===== src/rtl/sbs_pkg.sv =====
`timescale 1ns/1ps
package sbs_pkg;
   typedef enum logic [1:0] {
      OP_NONE = 2'd0,
      OP_RD   = 2'd1,
      OP_WR   = 2'd2
   } sbs_op_e;

   // low two address bits for beat cnt of a burst that started at start
   function automatic logic [1:0] beat_low(input logic [1:0] start,
                                           input logic [1:0] cnt,
                                           input logic       ilv);
      return ilv ? (start ^ cnt) : (start + cnt);
   endfunction
endpackage


===== src/rtl/sbs_burst_seq.sv =====
`timescale 1ns/1ps
module sbs_burst_seq #(
   parameter int ADDR_W = 6
) (
   input  logic              clk,
   input  logic              rst_n,
   input  logic              load,
   input  logic              close,
   input  logic              step,
   input  logic              ilv_in,
   input  logic [ADDR_W-1:0] adr,
   output logic              open_q,
   output logic [1:0]        cnt_q,
   output logic [ADDR_W-1:0] base_q,
   output logic [ADDR_W-1:0] eff_addr
);
   import sbs_pkg::*;

   logic ilv_q;

   generate
      if (ADDR_W < 2) begin : g_bad_w
         $error("sbs_burst_seq: ADDR_W must be at least 2");
      end
   endgenerate

   always_ff @(posedge clk) begin
      if (!rst_n) begin
         open_q <= 1'b0;
         cnt_q  <= 2'd0;
         base_q <= '0;
         ilv_q  <= 1'b0;
      end else if (load) begin
         open_q <= 1'b1;
         cnt_q  <= 2'd0;
         base_q <= adr;
         ilv_q  <= ilv_in;
      end else if (close) begin
         open_q <= 1'b0;
      end else if (open_q && step) begin
         cnt_q <= cnt_q + 2'd1;
      end
   end

   logic [1:0] low_bits;
   assign low_bits = beat_low(base_q[1:0], cnt_q, ilv_q);

   generate
      if (ADDR_W == 2) begin : g_narrow
         assign eff_addr = low_bits;
      end else begin : g_wide
         assign eff_addr = {base_q[ADDR_W-1:2], low_bits};
      end
   endgenerate
endmodule


===== src/rtl/sbs_lane_dec.sv =====
`timescale 1ns/1ps
module sbs_lane_dec #(
   parameter int LANES = 4
) (
   input  logic             all_wr_n,
   input  logic             bytes_wr_n,
   input  logic [LANES-1:0] lane_wr_n,
   output logic [LANES-1:0] lane_mask
);
   generate
      if (LANES < 1) begin : g_bad_l
         $error("sbs_lane_dec: LANES must be at least 1");
      end
      for (genvar i = 0; i < LANES; i++) begin : g_lane
         assign lane_mask[i] = !all_wr_n || (!bytes_wr_n && !lane_wr_n[i]);
      end
   endgenerate
endmodule


===== src/rtl/sbs_lane_ram.sv =====
`timescale 1ns/1ps
module sbs_lane_ram #(
   parameter int ADDR_W = 6,
   parameter int LANES  = 4,
   parameter int LANE_W = 8
) (
   input  logic                    clk,
   input  logic                    rd,
   input  logic [LANES-1:0]        we,
   input  logic [ADDR_W-1:0]       addr,
   input  logic [LANES*LANE_W-1:0] wdata,
   output logic [LANES*LANE_W-1:0] rdata
);
   localparam int DEPTH = 1 << ADDR_W;

   generate
      if (LANE_W < 1) begin : g_bad_lw
         $error("sbs_lane_ram: LANE_W must be at least 1");
      end
      for (genvar i = 0; i < LANES; i++) begin : g_lane
         logic [LANE_W-1:0] mem [DEPTH];
         always_ff @(posedge clk) begin
            if (we[i]) mem[addr] <= wdata[i*LANE_W +: LANE_W];
            if (rd)    rdata[i*LANE_W +: LANE_W] <= mem[addr];
         end
      end
   endgenerate
endmodule


===== src/rtl/sbs_out_hold.sv =====
`timescale 1ns/1ps
module sbs_out_hold #(
   parameter int HOLD_CYC = 2
) (
   input  logic clk,
   input  logic rst_n,
   input  logic rd_fire,
   input  logic wr_fire,
   output logic live
);
   localparam int CW = $clog2(HOLD_CYC + 1);

   logic [CW-1:0] left_q;

   generate
      if (HOLD_CYC < 1) begin : g_bad_h
         $error("sbs_out_hold: HOLD_CYC must be at least 1");
      end
   endgenerate

   always_ff @(posedge clk) begin
      if (!rst_n)              left_q <= '0;
      else if (rd_fire)        left_q <= CW'(HOLD_CYC);
      else if (wr_fire)        left_q <= '0;
      else if (left_q != '0)   left_q <= left_q - 1'b1;
   end

   assign live = (left_q != '0);
endmodule


===== src/rtl/sbs_top.sv =====
`timescale 1ns/1ps
module sbs_top #(
   parameter int ADDR_W   = 6,
   parameter int LANES    = 4,
   parameter int LANE_W   = 8,
   parameter int HOLD_CYC = 2
) (
   input  logic                    clk,
   input  logic                    rst_n,
   input  logic [ADDR_W-1:0]       adr,
   input  logic                    cpu_strb_n,
   input  logic                    ctl_strb_n,
   input  logic                    step_n,
   input  logic                    all_wr_n,
   input  logic                    bytes_wr_n,
   input  logic [LANES-1:0]        lane_wr_n,
   input  logic                    sel_a_n,
   input  logic                    sel_b,
   input  logic                    sel_c_n,
   input  logic                    order_ilv,
   input  logic                    out_en_n,
   input  logic [LANES*LANE_W-1:0] din,
   output logic [LANES*LANE_W-1:0] dout,
   output logic                    dout_en
);
   import sbs_pkg::*;

   localparam int DW = LANES * LANE_W;

   logic              chip_sel, any_strb, load, close, cont, wr_req;
   logic [LANES-1:0]  lane_mask;
   sbs_op_e           op_d, op_q;
   logic [LANES-1:0]  lanes_q;
   logic [DW-1:0]     din_q;
   logic              open_q;
   logic [1:0]        cnt_q;
   logic [ADDR_W-1:0] base_q, eff_addr;
   logic              live;

   assign chip_sel = !sel_a_n && sel_b && !sel_c_n;
   assign any_strb = !cpu_strb_n || !ctl_strb_n;
   assign load     = any_strb && chip_sel;
   assign close    = any_strb && !chip_sel;
   assign cont     = !any_strb && open_q;

   sbs_lane_dec #(.LANES(LANES)) u_dec (
      .all_wr_n  (all_wr_n),
      .bytes_wr_n(bytes_wr_n),
      .lane_wr_n (lane_wr_n),
      .lane_mask (lane_mask)
   );

   assign wr_req = |lane_mask;

   always_comb begin
      op_d = OP_NONE;
      if (load)      op_d = (!cpu_strb_n || !wr_req) ? OP_RD : OP_WR;
      else if (cont) op_d = wr_req ? OP_WR : OP_RD;
   end

   sbs_burst_seq #(.ADDR_W(ADDR_W)) u_seq (
      .clk     (clk),
      .rst_n   (rst_n),
      .load    (load),
      .close   (close),
      .step    (cont && !step_n),
      .ilv_in  (order_ilv),
      .adr     (adr),
      .open_q  (open_q),
      .cnt_q   (cnt_q),
      .base_q  (base_q),
      .eff_addr(eff_addr)
   );

   // input register stage for the access itself
   always_ff @(posedge clk) begin
      if (!rst_n) begin
         op_q    <= OP_NONE;
         lanes_q <= '0;
      end else begin
         op_q    <= op_d;
         lanes_q <= (op_d == OP_WR) ? lane_mask : '0;
      end
      din_q <= din;
   end

   sbs_lane_ram #(.ADDR_W(ADDR_W), .LANES(LANES), .LANE_W(LANE_W)) u_ram (
      .clk  (clk),
      .rd   (op_q == OP_RD),
      .we   ((op_q == OP_WR) ? lanes_q : '0),
      .addr (eff_addr),
      .wdata(din_q),
      .rdata(dout)
   );

   sbs_out_hold #(.HOLD_CYC(HOLD_CYC)) u_hold (
      .clk    (clk),
      .rst_n  (rst_n),
      .rd_fire(op_q == OP_RD),
      .wr_fire(op_q == OP_WR),
      .live   (live)
   );

   assign dout_en = live && !out_en_n;
endmodule


===== config.mk =====
export PLATFORM = sky130hd
export DESIGN_NAME = sbs_top
export DESIGN_NICKNAME = d
export VERILOG_FILES = /design/src/rtl/sbs_pkg.sv /design/src/rtl/sbs_burst_seq.sv /design/src/rtl/sbs_lane_dec.sv /design/src/rtl/sbs_lane_ram.sv /design/src/rtl/sbs_out_hold.sv /design/src/rtl/sbs_top.sv
export SDC_FILE = /design/constraint.sdc
export NUM_CORES = 2
export LEC_CHECK = 0
export ABC_AREA = 1
export BUFFER_PORTS_ARGS = -buffer_cell sky130_fd_sc_hd__buf_2
export CAP_MARGIN = 20
export CORE_MARGIN = 2
export CORE_UTILIZATION = 55
export DETAILED_ROUTE_END_ITERATION = 10
export PLACE_DENSITY_LB_ADDON = 0.15
export SYNTH_ARGS = -nofsm -noshare
export SYNTH_HDL_FRONTEND = slang
export SYNTH_SLANG_ARGS = --single-unit

===== constraint.sdc =====
create_clock -name clk -period 2.72 [get_ports clk]
set_clock_uncertainty 0.1 [all_clocks]
set_input_delay 0.408 -clock clk [delete_from_list [all_inputs] [get_ports clk]]
set_output_delay 0.408 -clock clk [all_outputs]
set_load 0.005 [all_outputs]

==> run_results.csv <==
group,metric,value,unit
sta,rsz0062_at_grt,"true",
global_route,antenna_found_initial,11,
final_layout,nets,8444,
sta,worst_pin_slew,1120,ps
placed_design,port_buffers,86,
floorplan,die_area,164000,sq um
placed_design,dpl.cell_count,10200,
synth,yosysWarnings,0,
drt,first_pass_iters,7,
floorplan,coreArea,159000,sq um
synth,ys_ff_latch,2130,
drt,antenna_left,0,
final_layout,drive_gt1_frac,0.137,
synth,ys_seq_area_frac,0.720,
sta,hold_viol,0,
drt,routed-via-count,60200,
placed_design,finalWeightedCongestion,0.897,
final_layout,fillers,11800,
clocking,h-tree-depth,4,
floorplan,start_util,0.556,
final_layout,syn2layout_area_growth,17.5,%
synth,syn_area_per_cell,11.3,sq um
global_route,overflow,0,
worst_setup_path,cp.arrival,3170,ps
worst_setup_path,path_class,"reg2reg",
placed_design,hpwl,162,mm
sta,finalCritPeriodShare,0.989,
drt,viasPerCell,5.66,
synth,synth.largest_area_cell,"edfxtp_1",
hold_path,holdCritPathClass,"in2reg",
sta,max-slew-margin-rel,0.250,
global_route,track_usage,0.307,
clocking,path_clk_slew,60,ps
synth,yosys.area.top_type_share,0.708,
synth,yosys-top-cells-area,"edfxtp_1 (71%), nand2_1 (16%), a21boi_0 (2.9%)",
sta,period_needed,2690,ps
drt,totalWireLength,256,mm
global_route,grt_pass1_vias,57400,
sta,fmax,372,MHz
flow_run,drv_cap,0,
synth,synth_nets,7855,
power,power.density,661,nW/um^2
synth,synth.distinct_cells,26,
power,ir_drop,0.000798,V
final_layout,multi_input_area,22600,sq um
drt,wl_per_cell,24.0,um
worst_setup_path,worstPathRequired,3200,ps
global_route,grt_max_degree,80,
drt,drt_iter0_markers,7749,
final_layout,regArea,63500,sq um
clocking,clkSinkCount,2130,
status,status,"complete, no violations",
global_route,grt_pass1_wl,370,mm
worst_setup_path,critPathLaunchType,"register",
clocking,clockBufferDepth,3,
floorplan,ios,87,
worst_setup_path,endpoint_kind,"register",
drt,drc,0,
synth,syn_area,88200,sq um
floorplan,die_x,404,um
floorplan,die_y,404,um
clocking,cts_buffers,210,
sta,tns,0,ps
sta,drv_slew,0,
floorplan,rows,146,
clocking,clock_latency,830,ps
clocking,cts_root_buffer,"clkbuf_16",
worst_setup_path,crit_fanout,22,
power,p_leak,0.0400,uW
sta,setup_viol,0,
final_layout,fin_cells,10600,
final_layout,final_util,0.653,
clocking,cts_tree,"built",
synth,synthCells,7800,
power,total_power,68500,uW
==> worst paths after layout <==
path	start	end	slack, ps	cells after the start
max	u_seq.base_q[0]$_SDFFE_PN0P_	u_ram.rdata[15]$_DFFE_PP_	30	11
min	ctl_strb_n	u_seq.cnt_q[0]$_SDFFE_PP0P_	90	7
min reg2reg	u_hold.left_q[0]$_SDFFE_PP0N_	u_hold.left_q[0]$_SDFFE_PP0N_	360	1
max reg2reg	u_seq.base_q[0]$_SDFFE_PN0P_	u_ram.rdata[15]$_DFFE_PP_	30	11
==> report_power, final <==
part | internal (uW) | total (uW) | switching [uW]
registers | 36000 | 36200 | 193
logic | 1330 | 4060 | 2730
clock network | 16000 | 28200 | 12200
==> cell usage in the layout (no fill, tap or decap), types with 3 or more instances in the layout <==
master | synthesis | routed
nand2_1 | 3827 | 3808
edfxtp_1 | 2080 | 2080
buf_4 | 2 | 503
o21ai_1 | 374 | 375
a21boi_0 | 339 | 333
nor2_1 | 348 | 318
clkbuf_16 | 0 | 230
mux2i_1 | 125 | 124
buf_12 | 1 | 112
o21ai_0 | 100 | 99
buf_2 | 100 | 86
dlygate4sd3_1 | 0 | 57
clkbuf_1 | 254 | 54
nand3_1 | 52 | 52
clkinv_1 | 0 | 42
clkinv_2 | 0 | 38
dfxtp_2 | 0 | 34
buf_6 | 59 | 31
nor2_2 | 0 | 24
inv_1 | 24 | 21
nand2_2 | 2 | 21
nor2_4 | 10 | 16
dfxtp_1 | 50 | 15
clkbuf_8 | 0 | 13
bufinv_16 | 0 | 13
buf_16 | 0 | 12
nor3_2 | 0 | 8
diode_2 | 0 | 7
a21oi_1 | 7 | 7
inv_6 | 0 | 7
a21boi_1 | 0 | 6
clkinv_8 | 0 | 5
clkinvlp_4 | 0 | 3
buf_8 | 1 | 3
==> critical path, stage by stage, from the launching register on <==
cell	delay, ps
dfxtp_2	340
ha_4	370
buf_12	190
buf_16	200
buf_4	200
mux2i_2	280
o21ai_0	130
nor2_1	110
nor2_1	80
buf_4	160
nor2_4	160
nand2_1	70
==> cell type report <==
| type | count | area share |
|---|---|---|
| inverter | 25 | 0.00110 |
| clock buffer | 281 | 0.0554 |
| antenna | 7 | 0.000169 |
| timing repair buffer | 820 | 0.0786 |
| tap | 2072 | 0.0250 |
| clock inverter | 108 | 0.00875 |
| sequential | 2130 | 0.613 |
| multi-input combinational | 5201 | 0.218 |
| timing repair inverter | 1 | 0.0000845 |
==> routing by layer <==
metal | vias to the layer above | share of wire | GRT usage
met5 | - | 0.00011 | 0
met4 | 4 | 0.035 | 0.111
met3 | 428 | 0.093 | 0.0494
met2 | 2786 | 0.47 | 0.481
met1 | 29400 | 0.40 | 0.438
li1 | 27600 | - | -
==> registers in the layout (all words and copies together) (netlist names) <==
signal	cells
u_ram.g_lane.mem	2048
din_q	32
u_ram.rdata	32
u_seq.base_q	6
lanes_q	4
op_q	2
u_hold.left_q	2
u_seq.cnt_q	2
u_seq.ilv_q	1
u_seq.open_q	1
==> timing repair <==
action / 4_1_cts / 5_1_grt
setup buffers: 0 / 13
resized for setup: 14 / 101
endpoints found under the hold margin: 50 / 0
hold buffers: 58 / 0
endpoints found under the setup margin: 78 / 846
pin swaps: 1 / 10
cloned: 0 / 18
==> cell families after synthesis <==
kind of cell | share of synthesized area
AO/OA/AOI/OAI | 0.0562
flip-flops | 0.720
multiplexers | 0.0142
buffers and inverters | 0.0268
AND/OR/NAND/NOR | 0.183
adder cells (fa/ha/maj) | 0.000142
==> stage by stage <==
stage | worst slack (ps) | cell area [sq um] | hold WS [ps]
detailed placement | -147 | 95500 | 347
CTS | -9.24 | 103000 | 0.811
global route | -36.4 | 104000 | 79.1
floorplan | 246 | 88200 | 321
global placement | -356 | 95500 | 329
finish | 28.9 | 104000 | 91.1
==> Yosys cell counts, drive strengths merged <==
library cell  count
mux2i           125
nand3            54
nor2            358
ha                1
edfxtp         2080
a21oi             7
inv              25
clkbuf          254
buf             191
nand2          3830
nor3             10
dfxtp            50
o21ai           474
nor4              2
a21boi          339
Power figures use the tool's default switching activity.
